### config.mk
export PLATFORM = sky130hd
export DESIGN_NAME = vec_irq_ctrl
export DESIGN_NICKNAME = d
export VERILOG_FILES = /design/src/rtl/ivc_pkg.sv /design/src/rtl/ivc_arbiter.sv /design/src/rtl/ivc_status.sv /design/src/rtl/ivc_seq.sv /design/src/rtl/vec_irq_ctrl.sv
export SDC_FILE = /design/constraint.sdc
export NUM_CORES = 1
export LEC_CHECK = 0
export ABC_AREA = 0
export BUFFER_PORTS_ARGS = -buffer_cell sky130_fd_sc_hd__buf_2
export CAP_MARGIN = 20
export CELL_PAD_IN_SITES_DETAIL_PLACEMENT = 1
export CELL_PAD_IN_SITES_GLOBAL_PLACEMENT = 1
export CORE_ASPECT_RATIO = 1.5
export CORE_MARGIN = 1
export CORE_UTILIZATION = 27
export CTS_CLUSTER_SIZE = 40
export DETAILED_ROUTE_END_ITERATION = 8
export PLACE_DENSITY_LB_ADDON = 0.1
export SLEW_MARGIN = 20
export SYNTH_ARGS = -nofsm -noshare
export SYNTH_HDL_FRONTEND = slang
export SYNTH_HIERARCHICAL = 1
export SYNTH_SLANG_ARGS = --single-unit
export TNS_END_PERCENT = 100
### constraint.sdc
create_clock -name clk -period 1.9 [get_ports clk]
set_input_delay 0 -clock clk [delete_from_list [all_inputs] [get_ports clk]]
set_output_delay 0 -clock clk [all_outputs]
set_load 0.01 [all_outputs]
### src/rtl/ivc_pkg.sv
`timescale 1ns/1ps
package ivc_pkg;

    typedef enum logic [1:0] {
        SQ_IDLE,
        SQ_FETCH_HI,
        SQ_FETCH_LO,
        SQ_LOAD
    } ivc_state_e;

    localparam logic [1:0] LV_OPEN      = 2'b00;
    localparam logic [1:0] LV_HIGH_ONLY = 2'b01;
    localparam logic [1:0] LV_CLOSED    = 2'b10;

    typedef struct packed {
        logic [1:0] level;
        logic       emb;
        logic       erb;
        logic       carry;
    } ivc_psw_t;

    localparam int PSW_W       = $bits(ivc_psw_t);
    localparam int VEC_EMB_BIT = 7;
    localparam int VEC_ERB_BIT = 6;

endpackage

### src/rtl/ivc_arbiter.sv
`timescale 1ns/1ps
module ivc_arbiter
    import ivc_pkg::*;
#(
    parameter int N_IRQ = 5,
    parameter int IDX_W = 3
) (
    input  logic [N_IRQ-1:0] req,
    input  logic [N_IRQ-1:0] hi_prio,
    input  logic [1:0]       level,
    input  logic             gate_en,
    output logic [N_IRQ-1:0] grant,
    output logic [IDX_W-1:0] grant_idx,
    output logic             take
);

    logic [N_IRQ-1:0] eligible;
    logic [N_IRQ:0]   lower_seen;

    assign lower_seen[0] = 1'b0;

    for (genvar i = 0; i < N_IRQ; i++) begin : g_line
        assign eligible[i] = (level == LV_OPEN)      ? req[i] :
                             (level == LV_HIGH_ONLY) ? (req[i] & hi_prio[i]) :
                                                       1'b0;
        assign grant[i]        = gate_en & eligible[i] & ~lower_seen[i];
        assign lower_seen[i+1] = lower_seen[i] | eligible[i];
    end

    assign take = |grant;

    always_comb begin
        grant_idx = '0;
        for (int j = 0; j < N_IRQ; j++) begin
            if (grant[j]) grant_idx = IDX_W'(j);
        end
    end

endmodule

### src/rtl/ivc_status.sv
`timescale 1ns/1ps
module ivc_status
    import ivc_pkg::*;
(
    input  logic       clk,
    input  logic       rst_n,
    input  logic       take,
    input  logic       ie_set,
    input  logic       ie_clr,
    input  logic       ret_fire,
    input  ivc_psw_t   pop,
    input  logic       flag_load,
    input  logic       flag_emb,
    input  logic       flag_erb,
    output logic [1:0] level,
    output logic       ie,
    output logic       emb,
    output logic       erb
);

    always_ff @(posedge clk or negedge rst_n) begin
        if (!rst_n) begin
            level <= LV_OPEN;
            ie    <= 1'b0;
            emb   <= 1'b0;
            erb   <= 1'b0;
        end else begin
            if (ie_clr)      ie <= 1'b0;
            else if (ie_set) ie <= 1'b1;

            if (ret_fire) begin
                level <= pop.level;
                emb   <= pop.emb;
                erb   <= pop.erb;
            end else begin
                if (take) level <= level + 2'd1;
                if (flag_load) begin
                    emb <= flag_emb;
                    erb <= flag_erb;
                end
            end
        end
    end

    AST_LEVEL_STEP: assert property (@(posedge clk) disable iff (!rst_n)
        take |=> level == $past(level) + 2'd1);
    AST_TAKE_WHILE_OPEN: assert property (@(posedge clk) disable iff (!rst_n)
        take |-> !level[1]);
    AST_TAKE_NEEDS_IE: assert property (@(posedge clk) disable iff (!rst_n)
        take |-> ie);
    AST_RET_RESTORE: assert property (@(posedge clk) disable iff (!rst_n)
        ret_fire |=> (level == $past(pop.level)) && (emb == $past(pop.emb)));

endmodule

### src/rtl/ivc_seq.sv
`timescale 1ns/1ps
module ivc_seq
    import ivc_pkg::*;
#(
    parameter int IDX_W  = 3,
    parameter int SLOT_W = 3,
    parameter int ADDR_W = 14,
    parameter int PC_W   = 14
) (
    input  logic              clk,
    input  logic              rst_n,
    input  logic              take,
    input  logic [IDX_W-1:0]  grant_idx,
    input  logic [7:0]        rom_data,
    output logic              idle,
    output logic              rom_rd,
    output logic [ADDR_W-1:0] rom_addr,
    output logic              pc_load,
    output logic [PC_W-1:0]   pc_value,
    output logic              flag_load,
    output logic              flag_emb,
    output logic              flag_erb
);

    localparam int HI_W = PC_W - 8;

    ivc_state_e        state_q, state_d;
    logic [SLOT_W-1:0] slot_q;
    logic [7:0]        hi_q;
    logic [ADDR_W-1:0] slot_base;

    assign slot_base = ADDR_W'({slot_q, 1'b0});

    always_comb begin
        state_d = state_q;
        unique case (state_q)
            SQ_IDLE:     if (take) state_d = SQ_FETCH_HI;
            SQ_FETCH_HI: state_d = SQ_FETCH_LO;
            SQ_FETCH_LO: state_d = SQ_LOAD;
            SQ_LOAD:     state_d = SQ_IDLE;
        endcase
    end

    always_ff @(posedge clk or negedge rst_n) begin
        if (!rst_n) state_q <= SQ_FETCH_HI;
        else        state_q <= state_d;
    end

    always_ff @(posedge clk or negedge rst_n) begin
        if (!rst_n) begin
            slot_q <= '0;
            hi_q   <= '0;
        end else begin
            if (state_q == SQ_IDLE && take)
                slot_q <= SLOT_W'(grant_idx) + SLOT_W'(1);
            if (state_q == SQ_FETCH_LO)
                hi_q <= rom_data;
        end
    end

    always_comb begin
        idle      = 1'b0;
        rom_rd    = 1'b0;
        rom_addr  = slot_base;
        pc_load   = 1'b0;
        flag_load = 1'b0;
        pc_value  = {hi_q[HI_W-1:0], rom_data};
        flag_emb  = hi_q[VEC_EMB_BIT];
        flag_erb  = hi_q[VEC_ERB_BIT];
        unique case (state_q)
            SQ_IDLE:     idle = 1'b1;
            SQ_FETCH_HI: rom_rd = 1'b1;
            SQ_FETCH_LO: begin
                rom_rd   = 1'b1;
                rom_addr = slot_base | ADDR_W'(1);
            end
            SQ_LOAD: begin
                pc_load   = 1'b1;
                flag_load = 1'b1;
            end
        endcase
    end

    AST_LOAD_AFTER_TAKE: assert property (@(posedge clk) disable iff (!rst_n)
        take |-> ##3 pc_load);
    AST_ODD_FOLLOWS_EVEN: assert property (@(posedge clk) disable iff (!rst_n)
        (rom_rd && !rom_addr[0]) |=> rom_rd && (rom_addr == $past(rom_addr) + ADDR_W'(1)));
    AST_NO_TAKE_BUSY: assert property (@(posedge clk) disable iff (!rst_n)
        !idle |-> !take);

endmodule

### src/rtl/vec_irq_ctrl.sv
`timescale 1ns/1ps
module vec_irq_ctrl
    import ivc_pkg::*;
#(
    parameter int N_IRQ  = 5,
    parameter int PC_W   = 14,
    parameter int ADDR_W = 14
) (
    input  logic              clk,
    input  logic              rst_n,
    input  logic [N_IRQ-1:0]  irq_req,
    input  logic [N_IRQ-1:0]  irq_hi_prio,
    input  logic              ie_set,
    input  logic              ie_clr,
    input  logic              iret,
    input  logic [4:0]        pop_word,
    input  logic              carry_in,
    input  logic [7:0]        rom_data,
    output logic              rom_rd,
    output logic [ADDR_W-1:0] rom_addr,
    output logic [N_IRQ-1:0]  irq_ack,
    output logic              push_valid,
    output logic [4:0]        push_word,
    output logic              pc_load,
    output logic [PC_W-1:0]   pc_value,
    output logic              carry_load,
    output logic              carry_value,
    output logic              emb,
    output logic              erb,
    output logic [1:0]        nest_level,
    output logic              int_enable,
    output logic              busy
);

    localparam int IDX_W  = (N_IRQ > 1) ? $clog2(N_IRQ) : 1;
    localparam int SLOT_W = $clog2(N_IRQ + 1);

    logic             idle, take, ret_fire, gate_en;
    logic             flag_load, flag_emb, flag_erb;
    logic [IDX_W-1:0] grant_idx;
    ivc_psw_t         pop_s, push_s;

    assign pop_s    = ivc_psw_t'(pop_word);
    assign ret_fire = iret & idle;
    assign gate_en  = int_enable & idle & ~iret;

    ivc_arbiter #(.N_IRQ(N_IRQ), .IDX_W(IDX_W)) u_arb (
        .req       (irq_req),
        .hi_prio   (irq_hi_prio),
        .level     (nest_level),
        .gate_en   (gate_en),
        .grant     (irq_ack),
        .grant_idx (grant_idx),
        .take      (take)
    );

    ivc_status u_status (
        .clk       (clk),
        .rst_n     (rst_n),
        .take      (take),
        .ie_set    (ie_set),
        .ie_clr    (ie_clr),
        .ret_fire  (ret_fire),
        .pop       (pop_s),
        .flag_load (flag_load),
        .flag_emb  (flag_emb),
        .flag_erb  (flag_erb),
        .level     (nest_level),
        .ie        (int_enable),
        .emb       (emb),
        .erb       (erb)
    );

    ivc_seq #(.IDX_W(IDX_W), .SLOT_W(SLOT_W), .ADDR_W(ADDR_W), .PC_W(PC_W)) u_seq (
        .clk       (clk),
        .rst_n     (rst_n),
        .take      (take),
        .grant_idx (grant_idx),
        .rom_data  (rom_data),
        .idle      (idle),
        .rom_rd    (rom_rd),
        .rom_addr  (rom_addr),
        .pc_load   (pc_load),
        .pc_value  (pc_value),
        .flag_load (flag_load),
        .flag_emb  (flag_emb),
        .flag_erb  (flag_erb)
    );

    assign push_s.level = nest_level;
    assign push_s.emb   = emb;
    assign push_s.erb   = erb;
    assign push_s.carry = carry_in;
    assign push_word    = push_s;
    assign push_valid   = take;
    assign carry_load   = ret_fire;
    assign carry_value  = pop_s.carry;
    assign busy         = ~idle;

    AST_ACK_ONEHOT: assert property (@(posedge clk) disable iff (!rst_n)
        $onehot0(irq_ack));
    AST_NO_ACK_BUSY: assert property (@(posedge clk) disable iff (!rst_n)
        busy |-> irq_ack == '0);
    AST_NO_ACK_ON_RET: assert property (@(posedge clk) disable iff (!rst_n)
        iret |-> irq_ack == '0);
    AST_CLOSED_NO_ACK: assert property (@(posedge clk) disable iff (!rst_n)
        nest_level[1] |-> irq_ack == '0);

endmodule

==> results by group <==
Yosys
  • Top post-synthesis cells by area: dfrtp_1 (34%), buf_4 (16%), mux2_1 (7.3%)
  • Post-Synthesis Cell Area: 1240 um2
  • Fraction of registers with async set/reset: 1.00
  • Synth top area share: 0.343
  • Most common cell in the netlist: buf_4
  • Synth Area in Simple Gates: 0.115
  • Post-synthesis cell count: 121
  • Mux share of post-synthesis cell area: 0.141
  • XOR/XNOR share of the synthesized area: 0.0141
  • Main flop type after synthesis: dfrtp_1
  • Yosys warns: 6
  • Top cells by count, synth: buf_4 (26), dfrtp_1 (17), inv_1 (9)
  • Synth Area per Inst: 10.2 um2
  • Cell variety after synth: 38
  • Largest family of logic cells by synthesized area: buffers and inverters
  • Sequential area share after synthesis: 0.364
  • Synth Area in Compound Gates: 0.113
  • EDFF count, synth: 0
  • Post-synthesis adder-cell area fraction: 0.0605
  • Seq cells post-synth: 18
  • Biggest area consumer among synthesized cells: dfrtp_1

Floorplan
  • Die area: 4870 um2
  • Initial Util: 0.287
  • Die W: 57.3 um
  • Die Y: 85.0 um
  • Area of the core: 4320 um2
  • Rows: 29
  • Top-level I/O count: 78

Pwr
  • Leakage: 0.000924 uW
  • Peak supply drop: 0.423 mV
  • Pwr dens: 1210 nW/um2

STA
  • Fmax: 532 MHz
  • Final WS setup: 0.0204 ns
  • Clock skew: 0.00214 ns
  • Final setup TNS: 0 ns
  • Fin crit period: 1.88 ns
  • Slew Limit Fails: 0
  • Setup violators final: 0
  • Hold Fails Final Rpt: 0
  • RSZ-0062 raised after global routing: yes
  • Period utilisation layout: 0.989

Placed design
  • GP Congestion: 0.804
  • IO buf count: 63
  • Dpl hpwl: 2.46 mm
  • Dpl ws: -0.0555 ns
  • Dpl cells: 220

Outcome
  • Failing checks: design-rule violations
  • Run status: finished, violations left

Setup path
  • CP Cell Sequence: inv_2 -> ha_4 -> and3b_2 -> inv_2 -> a2111oi_4 -> a21boi_4 -> xor2_1 -> mux2_4
  • Top cell by count, worst path: inv_2
  • Crit path max fanout: 4
  • WP buf/inv: 2
  • Worst path top cell family by delay: compound AO/OA/AOI/OAI gates
  • Setup crit end kind: flip-flop
  • Slowest-stage cell, CP: dfrtp_1
  • Kind of critical path: reg2reg
  • CP startpoint kind: flip-flop
  • Worst Path Required: 2.04 ns
  • CP max stage delay: 0.39 ns
  • WP data arrival: 2.02 ns

Detailed routing
  • Routed Antenna Nets: 0
  • Average wire per standard cell: 13.0 um
  • Via density: 4.55
  • Vias: 1,110
  • Detailed Routing Iterations Pass 1: 8
  • Remaining DRCs: 6
  • DR iter-0 viols: 25
  • Final WL: 3.18 mm

Global routing
  • First-pass GRT wire length: 5.14 mm
  • Initial antenna violation count: 0
  • Tot GR Track Use: 0.136
  • Largest net degree at the start of global routing: 19
  • Vias in the first global route: 1,155
  • Overflow after GRT: 0

Clock network
  • H-tree depth reported by CTS: 1
  • Sink Count: 18
  • CTS Buffer Depth: 2
  • Worst-path clk slew: 0.07 ns
  • Root Driver: clkbuf_8
  • Clk_lat worst skew: 0.25 ns
  • CTS Buf Count: 3
  • CTS tree: built

Cells and area
  • Area growth syn-to-layout: 46.9%
  • Final Non-Filler Cells: 244
  • Layout cells sized above 1: 0.530
  • Number of diodes: 0
  • Final nets: 234

Flow run
  • Maxcap violations: 0

Worst hold path
  • Worst min path class: in2out
==> stage by stage <==
step	cell area (um2)	utilization	hold slack, ns	power (uW)
after CTS	1730	0.400	0.0000686	2130
after floorplan	1280	-	-0.296	1410
final	1820	0.422	0.0000219	2210
after detailed placement	1510	0.351	-0.0404	1780
after global placement	1510	0.351	-0.0432	1750
after global routing	1820	0.422	0.0000632	2390
==> cell usage in the layout (no fill, tap or decap), drive strengths merged, types with 4 or more instances in the layout <==
| master | synthesis | layout |
|---|---|---|
| buf | 27 | 76 |
| clkbuf | 0 | 4 |
| conb | 1 | 10 |
| dfrtp | 17 | 17 |
| dlygate4sd3 | 0 | 15 |
| ha | 6 | 6 |
| inv | 9 | 8 |
| mux2 | 11 | 11 |
| mux2i | 4 | 4 |
| nand2 | 6 | 6 |
| nor2 | 6 | 6 |
| o21ai | 5 | 5 |
==> report_power, final <==
group / total (uW) / switching, uW / internal (uW) / leakage (uW)
Clock: 309 / 125 / 184 / 0.0000288
Sequential: 665 / 109 / 556 / 0.000212
Combinational: 1230 / 625 / 609 / 0.000683
==> layout make-up <==
type | instances | area, um2
inverter | 9 | 37.5
fill | 521 | 2500
timing repair buffer | 91 | 563
sequential | 18 | 453
multi-input combinational | 76 | 656
tap | 46 | 57.6
clock buffer | 4 | 55.1
==> routing by layer <==
metal	track usage	vias to the layer above	routed length, um
li1	-	529	-
met1	0.143	528	1220
met2	0.258	49	1740
met3	0.0213	4	170
met4	0.0599	0	51
met5	0	-	0
==> path summary, 6_finish.rpt <==
| kind | start | slack (ns) | endpoint | cells past startpoint |
|---|---|---|---|---|
| worst max-delay path | u_seq/state_q[1]$_DFFE_PN0P_ | 0.02 | u_seq/slot_q[2]$_DFFE_PN0P_ | 8 |
| worst min-delay path | carry_in | 0.00002 | push_word[0] | 0 |
| worst max register to register | u_seq/state_q[1]$_DFFE_PN0P_ | 0.02 | u_seq/slot_q[2]$_DFFE_PN0P_ | 8 |
| worst min register to register | u_seq/hi_q[3]$_DFFE_PN0N_ | 0.48 | u_seq/hi_q[3]$_DFFE_PN0N_ | 1 |
| max in group asynchronous | rst_n | 1.37 | u_seq/state_q[0]$_DFFE_PN1P_ | 2 |
| min in group asynchronous | rst_n | 0.21 | u_seq/hi_q[7]$_DFFE_PN0N_ | 2 |
==> cells by family after synthesis <==
logic type                 after synthesis
AOI/OAI and AO/OA                       18
xor gates and xnor gates                 2
adders and majority gates                6
buffers and inverters                   36
DFF                                     18
muxes                                   15
other                                    1
and+or+nand+nor                         25
==> flip-flops by register name, summed over array words and instances, names as in the netlist <==
register	flops
u_seq/state_q	2
u_status/level	2
u_seq/hi_q	8
u_status/erb	1
u_status/emb	1
u_status/ie	1
u_seq/slot_q	3
==> timing repair <==
item,in CTS,in global routing
gates resized for setup,4,10
buffers inserted,0,5
pin swaps,1,3
hold buffers,15,0
hold endpoints to repair,31,0
gates cloned,0,0
endpoints found under the setup margin,2,4
No activity file was read; power rests on OpenSTA's default activity.
